==> src/rtl/rasx_pkg.sv <==
package rasx_pkg;
  typedef enum logic [1:0] {
    STK_IDLE = 2'd0,
    STK_PUSH = 2'd1,
    STK_POP  = 2'd2,
    STK_SWAP = 2'd3
  } stk_op_e;
endpackage

==> src/rtl/rasx_ptr.sv <==
module rasx_ptr #(
  parameter int DEPTH = 16,
  localparam int PW   = $clog2(DEPTH),
  localparam int CNTW = PW + 1
) (
  input  logic          clk,
  input  logic          rst,
  input  logic          push_en,
  input  logic          pop_en,
  input  logic          flush,
  output logic          wr_en,
  output logic [PW-1:0] wr_idx,
  output logic          rd_en,
  output logic [PW-1:0] rd_idx
);
  import rasx_pkg::*;

  logic [PW-1:0]   wr_ptr;
  logic [CNTW-1:0] occ;
  logic            nonempty;
  stk_op_e         op;

  always_comb begin
    nonempty = (occ != '0);
    rd_en    = pop_en && !flush && nonempty;
    wr_en    = push_en && !flush;
    unique case ({wr_en, rd_en})
      2'b10:   op = STK_PUSH;
      2'b01:   op = STK_POP;
      2'b11:   op = STK_SWAP;
      default: op = STK_IDLE;
    endcase
    rd_idx = wr_ptr - PW'(1);
    wr_idx = (op == STK_SWAP) ? rd_idx : wr_ptr;
  end

  always_ff @(posedge clk) begin
    if (rst || flush) begin
      wr_ptr <= '0;
      occ    <= '0;
    end else begin
      case (op)
        STK_PUSH: begin
          wr_ptr <= wr_ptr + PW'(1);
          if (occ != CNTW'(DEPTH)) occ <= occ + CNTW'(1);
        end
        STK_POP: begin
          wr_ptr <= rd_idx;
          occ    <= occ - CNTW'(1);
        end
        default: ;
      endcase
    end
  end

  assert_occ_bound_R3: assert property (@(posedge clk) disable iff (rst)
    occ <= CNTW'(DEPTH));

  assert_empty_pop_R4: assert property (@(posedge clk) disable iff (rst)
    (pop_en && !push_en && !flush && occ == '0) |=> ($stable(wr_ptr) && occ == '0));

  assert_swap_depth_R7: assert property (@(posedge clk) disable iff (rst)
    (pop_en && push_en && !flush && occ != '0) |=> ($stable(wr_ptr) && $stable(occ)));

  assert_flush_empty_R8: assert property (@(posedge clk) disable iff (rst)
    flush |=> (occ == '0 && wr_ptr == '0));
endmodule

==> src/rtl/rasx_store.sv <==
module rasx_store #(
  parameter int DEPTH = 16,
  parameter int AW    = 32,
  parameter int CW    = 4,
  localparam int PW   = $clog2(DEPTH)
) (
  input  logic          clk,
  input  logic          rst,
  input  logic          flush,
  input  logic          wr_en,
  input  logic [PW-1:0] wr_idx,
  input  logic [AW-1:0] wr_addr,
  input  logic [CW-1:0] wr_ctx,
  input  logic          rd_en,
  input  logic [PW-1:0] rd_idx,
  output logic [AW-1:0] rd_addr_q,
  output logic [CW-1:0] rd_ctx,
  output logic          rd_live
);
  logic [AW-1:0]    addr_mem [DEPTH];
  logic [CW-1:0]    ctx_tag  [DEPTH];
  logic [DEPTH-1:0] live;

  // address array: single write port, read-first registered read with enable
  always_ff @(posedge clk) begin
    if (wr_en) addr_mem[wr_idx] <= wr_addr;
    if (rd_en) rd_addr_q <= addr_mem[rd_idx];
  end

  // tags and valid bits in flops so that a flush clears them in one cycle
  always_ff @(posedge clk) begin
    if (rst || flush) begin
      live <= '0;
    end else if (wr_en) begin
      live[wr_idx] <= 1'b1;
    end
  end

  generate
    for (genvar g = 0; g < DEPTH; g++) begin : g_tag
      always_ff @(posedge clk) begin
        if (rst) ctx_tag[g] <= '0;
        else if (wr_en && wr_idx == PW'(g)) ctx_tag[g] <= wr_ctx;
      end
    end
  endgenerate

  always_comb begin
    rd_ctx  = ctx_tag[rd_idx];
    rd_live = live[rd_idx];
  end

  assert_flush_clears_R8: assert property (@(posedge clk) disable iff (rst)
    flush |=> (live == '0));
endmodule

==> src/rtl/rasx_match.sv <==
module rasx_match #(
  parameter int CW = 4
) (
  input  logic          rd_en,
  input  logic          entry_live,
  input  logic [CW-1:0] entry_ctx,
  input  logic [CW-1:0] cur_ctx,
  output logic          hit
);
  always_comb hit = rd_en && entry_live && (entry_ctx == cur_ctx);
endmodule

==> src/rtl/ras_ctx_stack.sv <==
module ras_ctx_stack #(
  parameter int DEPTH = 16,
  parameter int AW    = 32,
  parameter int CW    = 4,
  localparam int PW   = $clog2(DEPTH)
) (
  input  logic          clk,
  input  logic          rst,
  input  logic          push_en,
  input  logic [AW-1:0] push_addr,
  input  logic [CW-1:0] push_ctx,
  input  logic          pop_en,
  input  logic [CW-1:0] pop_ctx,
  input  logic          flush,
  output logic [AW-1:0] pred_addr,
  output logic          pred_valid
);
  logic          wr_en, rd_en, rd_live, hit;
  logic [PW-1:0] wr_idx, rd_idx;
  logic [CW-1:0] rd_ctx;
  logic          valid_q;

  rasx_ptr #(.DEPTH(DEPTH)) u_ptr (
    .clk(clk), .rst(rst), .push_en(push_en), .pop_en(pop_en), .flush(flush),
    .wr_en(wr_en), .wr_idx(wr_idx), .rd_en(rd_en), .rd_idx(rd_idx)
  );

  rasx_store #(.DEPTH(DEPTH), .AW(AW), .CW(CW)) u_store (
    .clk(clk), .rst(rst), .flush(flush),
    .wr_en(wr_en), .wr_idx(wr_idx), .wr_addr(push_addr), .wr_ctx(push_ctx),
    .rd_en(rd_en), .rd_idx(rd_idx),
    .rd_addr_q(pred_addr), .rd_ctx(rd_ctx), .rd_live(rd_live)
  );

  rasx_match #(.CW(CW)) u_match (
    .rd_en(rd_en), .entry_live(rd_live), .entry_ctx(rd_ctx),
    .cur_ctx(pop_ctx), .hit(hit)
  );

  always_ff @(posedge clk) begin
    if (rst) valid_q <= 1'b0;
    else     valid_q <= hit;
  end

  assign pred_valid = valid_q;

  assert_valid_after_pop_R9: assert property (@(posedge clk) disable iff (rst)
    pred_valid |-> $past(pop_en));

  assert_flush_no_pred_R8: assert property (@(posedge clk) disable iff (rst)
    flush |=> !pred_valid);
endmodule

==> config.mk <==
export PLATFORM = sky130hd
export DESIGN_NAME = ras_ctx_stack
export DESIGN_NICKNAME = d
export VERILOG_FILES = /design/src/rtl/rasx_pkg.sv /design/src/rtl/rasx_ptr.sv /design/src/rtl/rasx_store.sv /design/src/rtl/rasx_match.sv /design/src/rtl/ras_ctx_stack.sv
export SDC_FILE = /design/constraint.sdc
export NUM_CORES = 1
export LEC_CHECK = 0
export BUFFER_PORTS_ARGS = -buffer_cell sky130_fd_sc_hd__buf_2
export CORE_UTILIZATION = 44
export DETAILED_ROUTE_END_ITERATION = 6
export PLACE_DENSITY = 0.71
export SYNTH_ARGS = -nofsm -noshare
export SYNTH_HDL_FRONTEND = slang
export SYNTH_SLANG_ARGS = --single-unit
==> constraint.sdc <==
create_clock -name clk -period 7.8 [get_ports clk]
set_input_delay 1.56 -clock clk [delete_from_list [all_inputs] [get_ports clk]]
set_output_delay 1.56 -clock clk [all_outputs]
set_load 0.02 [all_outputs]
==> results.txt <==
library cell with the highest instance count after synthesis: sky130_fd_sc_hd__edfxtp_1
final critical delay including setup and external delays: 4.582 ns
Starting Density: 0.4475
count of yosys warnings during synthesis: 0
required time worst endpoint: 8.10 ns
maximum fanout along the worst path: 18
R2R Path Start: u_ptr.occ[1]
signed area change from the synthesized netlist to the final layout: 12.53%
dominant cells by area after synthesis: sky130_fd_sc_hd__edfxtp_1 74%, sky130_fd_sc_hd__mux4_2 17%, sky130_fd_sc_hd__dfxtp_1 2.1%
cell at the root of the clock tree: sky130_fd_sc_hd__clkbuf_16
final global-route overflow total: 0
Post-Syn Nets: 1195
clock slew at the register clock pins of the worst setup and hold paths: 0.06 ns
top cell types by occurrence after synthesis: 608 x sky130_fd_sc_hd__edfxtp_1, 182 x sky130_fd_sc_hd__mux4_2, 77 x sky130_fd_sc_hd__and2_1, 43 x sky130_fd_sc_hd__nor2_1, 28 x sky130_fd_sc_hd__buf_2
Layout Skew: 0.01867 ns
Rel. slew slack: 0.2122
result of the run: complete, no violations
leakage power: 8.759 nW
cell type with the highest occurrence count on the critical path: sky130_fd_sc_hd__nand2b_1
Reg2Reg Depth: 12
ordered list of cells on the worst path: buf_2, nand2b_1, inv_1, ha_1, nor4b_1, nand2b_1, a21oi_1, a41oi_2, nor2_4, buf_4, or2_1
Async SR Flop Fraction: 0
count of unique library cells instantiated by Yosys: 46
global-route wire length before repair: 74.96 mm
complex-gate fraction of the synthesized area: 0.01100
startpoint of the worst setup timing path: flush
final-report hold violation count: 0
count of port buffers added during placement: 77
total die area: 57310 um^2
Post-route DRC: 0
post-synthesis cell type with the largest combined area: sky130_fd_sc_hd__edfxtp_1
post-detailed-route count of antenna-violating nets: 0
slowest stage cell, crit path: sky130_fd_sc_hd__nor2_4
worst vdd ir: 0.1548 mV
multiplexer share of the synthesized area: 0.1672
number of enable flip-flop cells after synthesis: 608
main combinational cell family by area after synthesis: multiplexers
TritonCTS clock tree: yes
Core Footprint: 55420 um^2
hpwl dp: 27.01 mm
actual slew at the worst max-slew pin: 1.180 ns
Pre-antenna DRT Iters: 5
unrepaired setup endpoints after global routing: no
# placed instances: 1928
number of vias in the routed layout: 11376
number of cells produced by synthesis: 1142
share of synthesized cell area in and, or, nand and nor gates: 0.04264
vias in the first global route: 11973
# resized after CTS: 0
initial antenna violation count: 3
# IOs: 78
register-to-register setup slack: 3.71 ns
prevailing post-synth register cell: sky130_fd_sc_hd__edfxtp_1
post-synthesis cell area: 24800 um^2
worst-case clock buffer depth: 3
count of final setup violators: 0
xor/xnor cell area share of the yosys netlist: 0.005298
number of buffers added by the clock tree synthesis step: 61
post-CTS setup buffers: 0
Die Span X: 239.4 um
maximum number of pins on one net before global-route repair: 76
data arrival time of the critical path: 4.88 ns
height of the die: 239.4 um
number of cell rows: 86
power density over the cells: 244.2 nW/um^2
share of layout cells above drive strength 1: 0.3101
via/cell ratio: 5.579
Worst Setup Start Kind: input pin
final RePlAce weighted congestion: 0.7563
overall routed net length: 49.82 mm
number of DRC markers in iteration 0: 1177
Max Slew Vio Count: 0
htree depth: 2
adder and majority gate portion of the synthesized area: 0.004037
post-route insts no fill: 2039
number of max-cap violations: 0
average wire length per cell after detail routing: 24.43 um
peak clock frequency supported by timing: 218.2 MHz
kind of critical path: in -> reg
Seq/Total Area, Yosys: 0.7573
largest stage delay on the critical path: 0.77 ns
average footprint of a synthesized cell: 21.71 um^2
share of the cycle needed by the critical path after routing: 0.5875
top-area cell type share of the netlist area: 0.7363
count of clock tree sinks: 634
clock latency reported for the late side of the worst-skew pair: 0.61 ns
critical register-to-register path endpoint: u_store.ctx_tag[10][0]
Hold Path Class: reg -> reg
flops & latches, synth: 634
Critical Path Sink Type: flop
# fillers: 4294
fin util: 0.5035
end of the critical path: u_store.ctx_tag[10][0]
sum of negative setup slack: 0 ns
total routing resource utilization after global routing: 0.1793
net count reported at finish: 1296
number of buffers added to fix hold violations after cts: 0
cell type report:
class,count,area [um^2],share of cell area
sequential,634,18780,0.6731
multi-input combinational,441,5774,0.2069
clock buffer,76,1603,0.05744
tap,748,935.9,0.03354
timing repair buffer,97,535.5,0.01919
clock inverter,34,241.5,0.008654
inverter,8,30.03,0.001076
antenna,1,2.502,0.00008968
placed cells by master, fill, tap and decap left out, types with 12 or more instances in the layout:
cell,synthesis,routed
sky130_fd_sc_hd__buf_4,0,20
sky130_fd_sc_hd__clkbuf_1,23,13
sky130_fd_sc_hd__clkinv_1,0,14
sky130_fd_sc_hd__mux4_2,182,182
sky130_fd_sc_hd__edfxtp_1,608,608
sky130_fd_sc_hd__or2_2,13,13
sky130_fd_sc_hd__buf_2,28,77
sky130_fd_sc_hd__nand2_1,14,14
sky130_fd_sc_hd__nor2b_1,12,12
sky130_fd_sc_hd__clkbuf_16,0,61
sky130_fd_sc_hd__dfxtp_1,26,25
sky130_fd_sc_hd__clkinv_2,0,13
sky130_fd_sc_hd__and2_1,77,67
sky130_fd_sc_hd__nor2_1,43,40
critical path, delay by kind of cell:
| kind | cells | cell delay [ns] |
|---|---|---|
| buf+inv | 3 | 0.76 |
| simple gates | 5 | 1.78 |
| compound gates | 2 | 0.34 |
| fa+ha+maj | 1 | 0.40 |
worst min path at each step:
| stage | startpoint | endpoint | slack, ns | cells after the start |
|---|---|---|---|---|
| after CTS | u_store.live[8] | u_store.live[8] | 0.47 | 1 |
| after floorplan | u_store.live[14] | u_store.live[14] | 0.43 | 2 |
| after detailed placement | u_store.live[8] | u_store.live[8] | 0.45 | 1 |
| final | u_store.live[8] | u_store.live[8] | 0.47 | 1 |
| after global placement | u_store.live[11] | u_store.live[11] | 0.44 | 1 |
| after global routing | u_store.live[8] | u_store.live[8] | 0.49 | 1 |
report_power, final:
| group | total (mW) | switching (mW) | internal [mW] |
|---|---|---|---|
| Clock | 2.74 | 1.20 | 1.54 |
| Combinational | 0.301 | 0.171 | 0.130 |
| Sequential | 3.77 | 0.0121 | 3.76 |
| Total | 6.81 | 1.38 | 5.43 |
sequential cells by signal, indices dropped and copies added, names as in the netlist:
name and cells:
u_store.ctx_tag 64, pred_valid 1, u_store.addr_mem 512, u_ptr.occ 5, u_store.live 16, u_store.rd_addr_q 32, u_ptr.wr_ptr 4
routing by layer:
layer,vias to the layer above,wire length (um),track usage
met5,-,13,0
met3,91,3251,0.03550
met1,6023,21250,0.2505
met2,362,24130,0.2864
li1,4898,-,-
met4,2,1170,0.05478
per-stage QoR:
stage               setup slack (ns)  instance area, um^2  power [mW]  hold WS, ns
finish                         3.218                27900       6.813       0.4691
floorplan                      1.237                24800       4.036       0.4348
detailed placement             2.636                26060       4.149       0.4514
global route                   2.851                27900       7.016       0.4858
global placement               2.783                26060       4.140       0.4419
CTS                            3.268                27900       6.877       0.4660
logic make-up (layout without fill, tap and decap cells):
family                   after synthesis  after routing
flip-flops                           634            634
other                                  0              1
XOR/XNOR                              15             15
AND/OR/NAND/NOR                      192            192
adder cells (fa/ha/maj)                8              8
multiplexers                         185            185
AO/OA/AOI/OAI                         41             41
buffers and inverters                 67            215
Power figures use the tool's default switching activity.
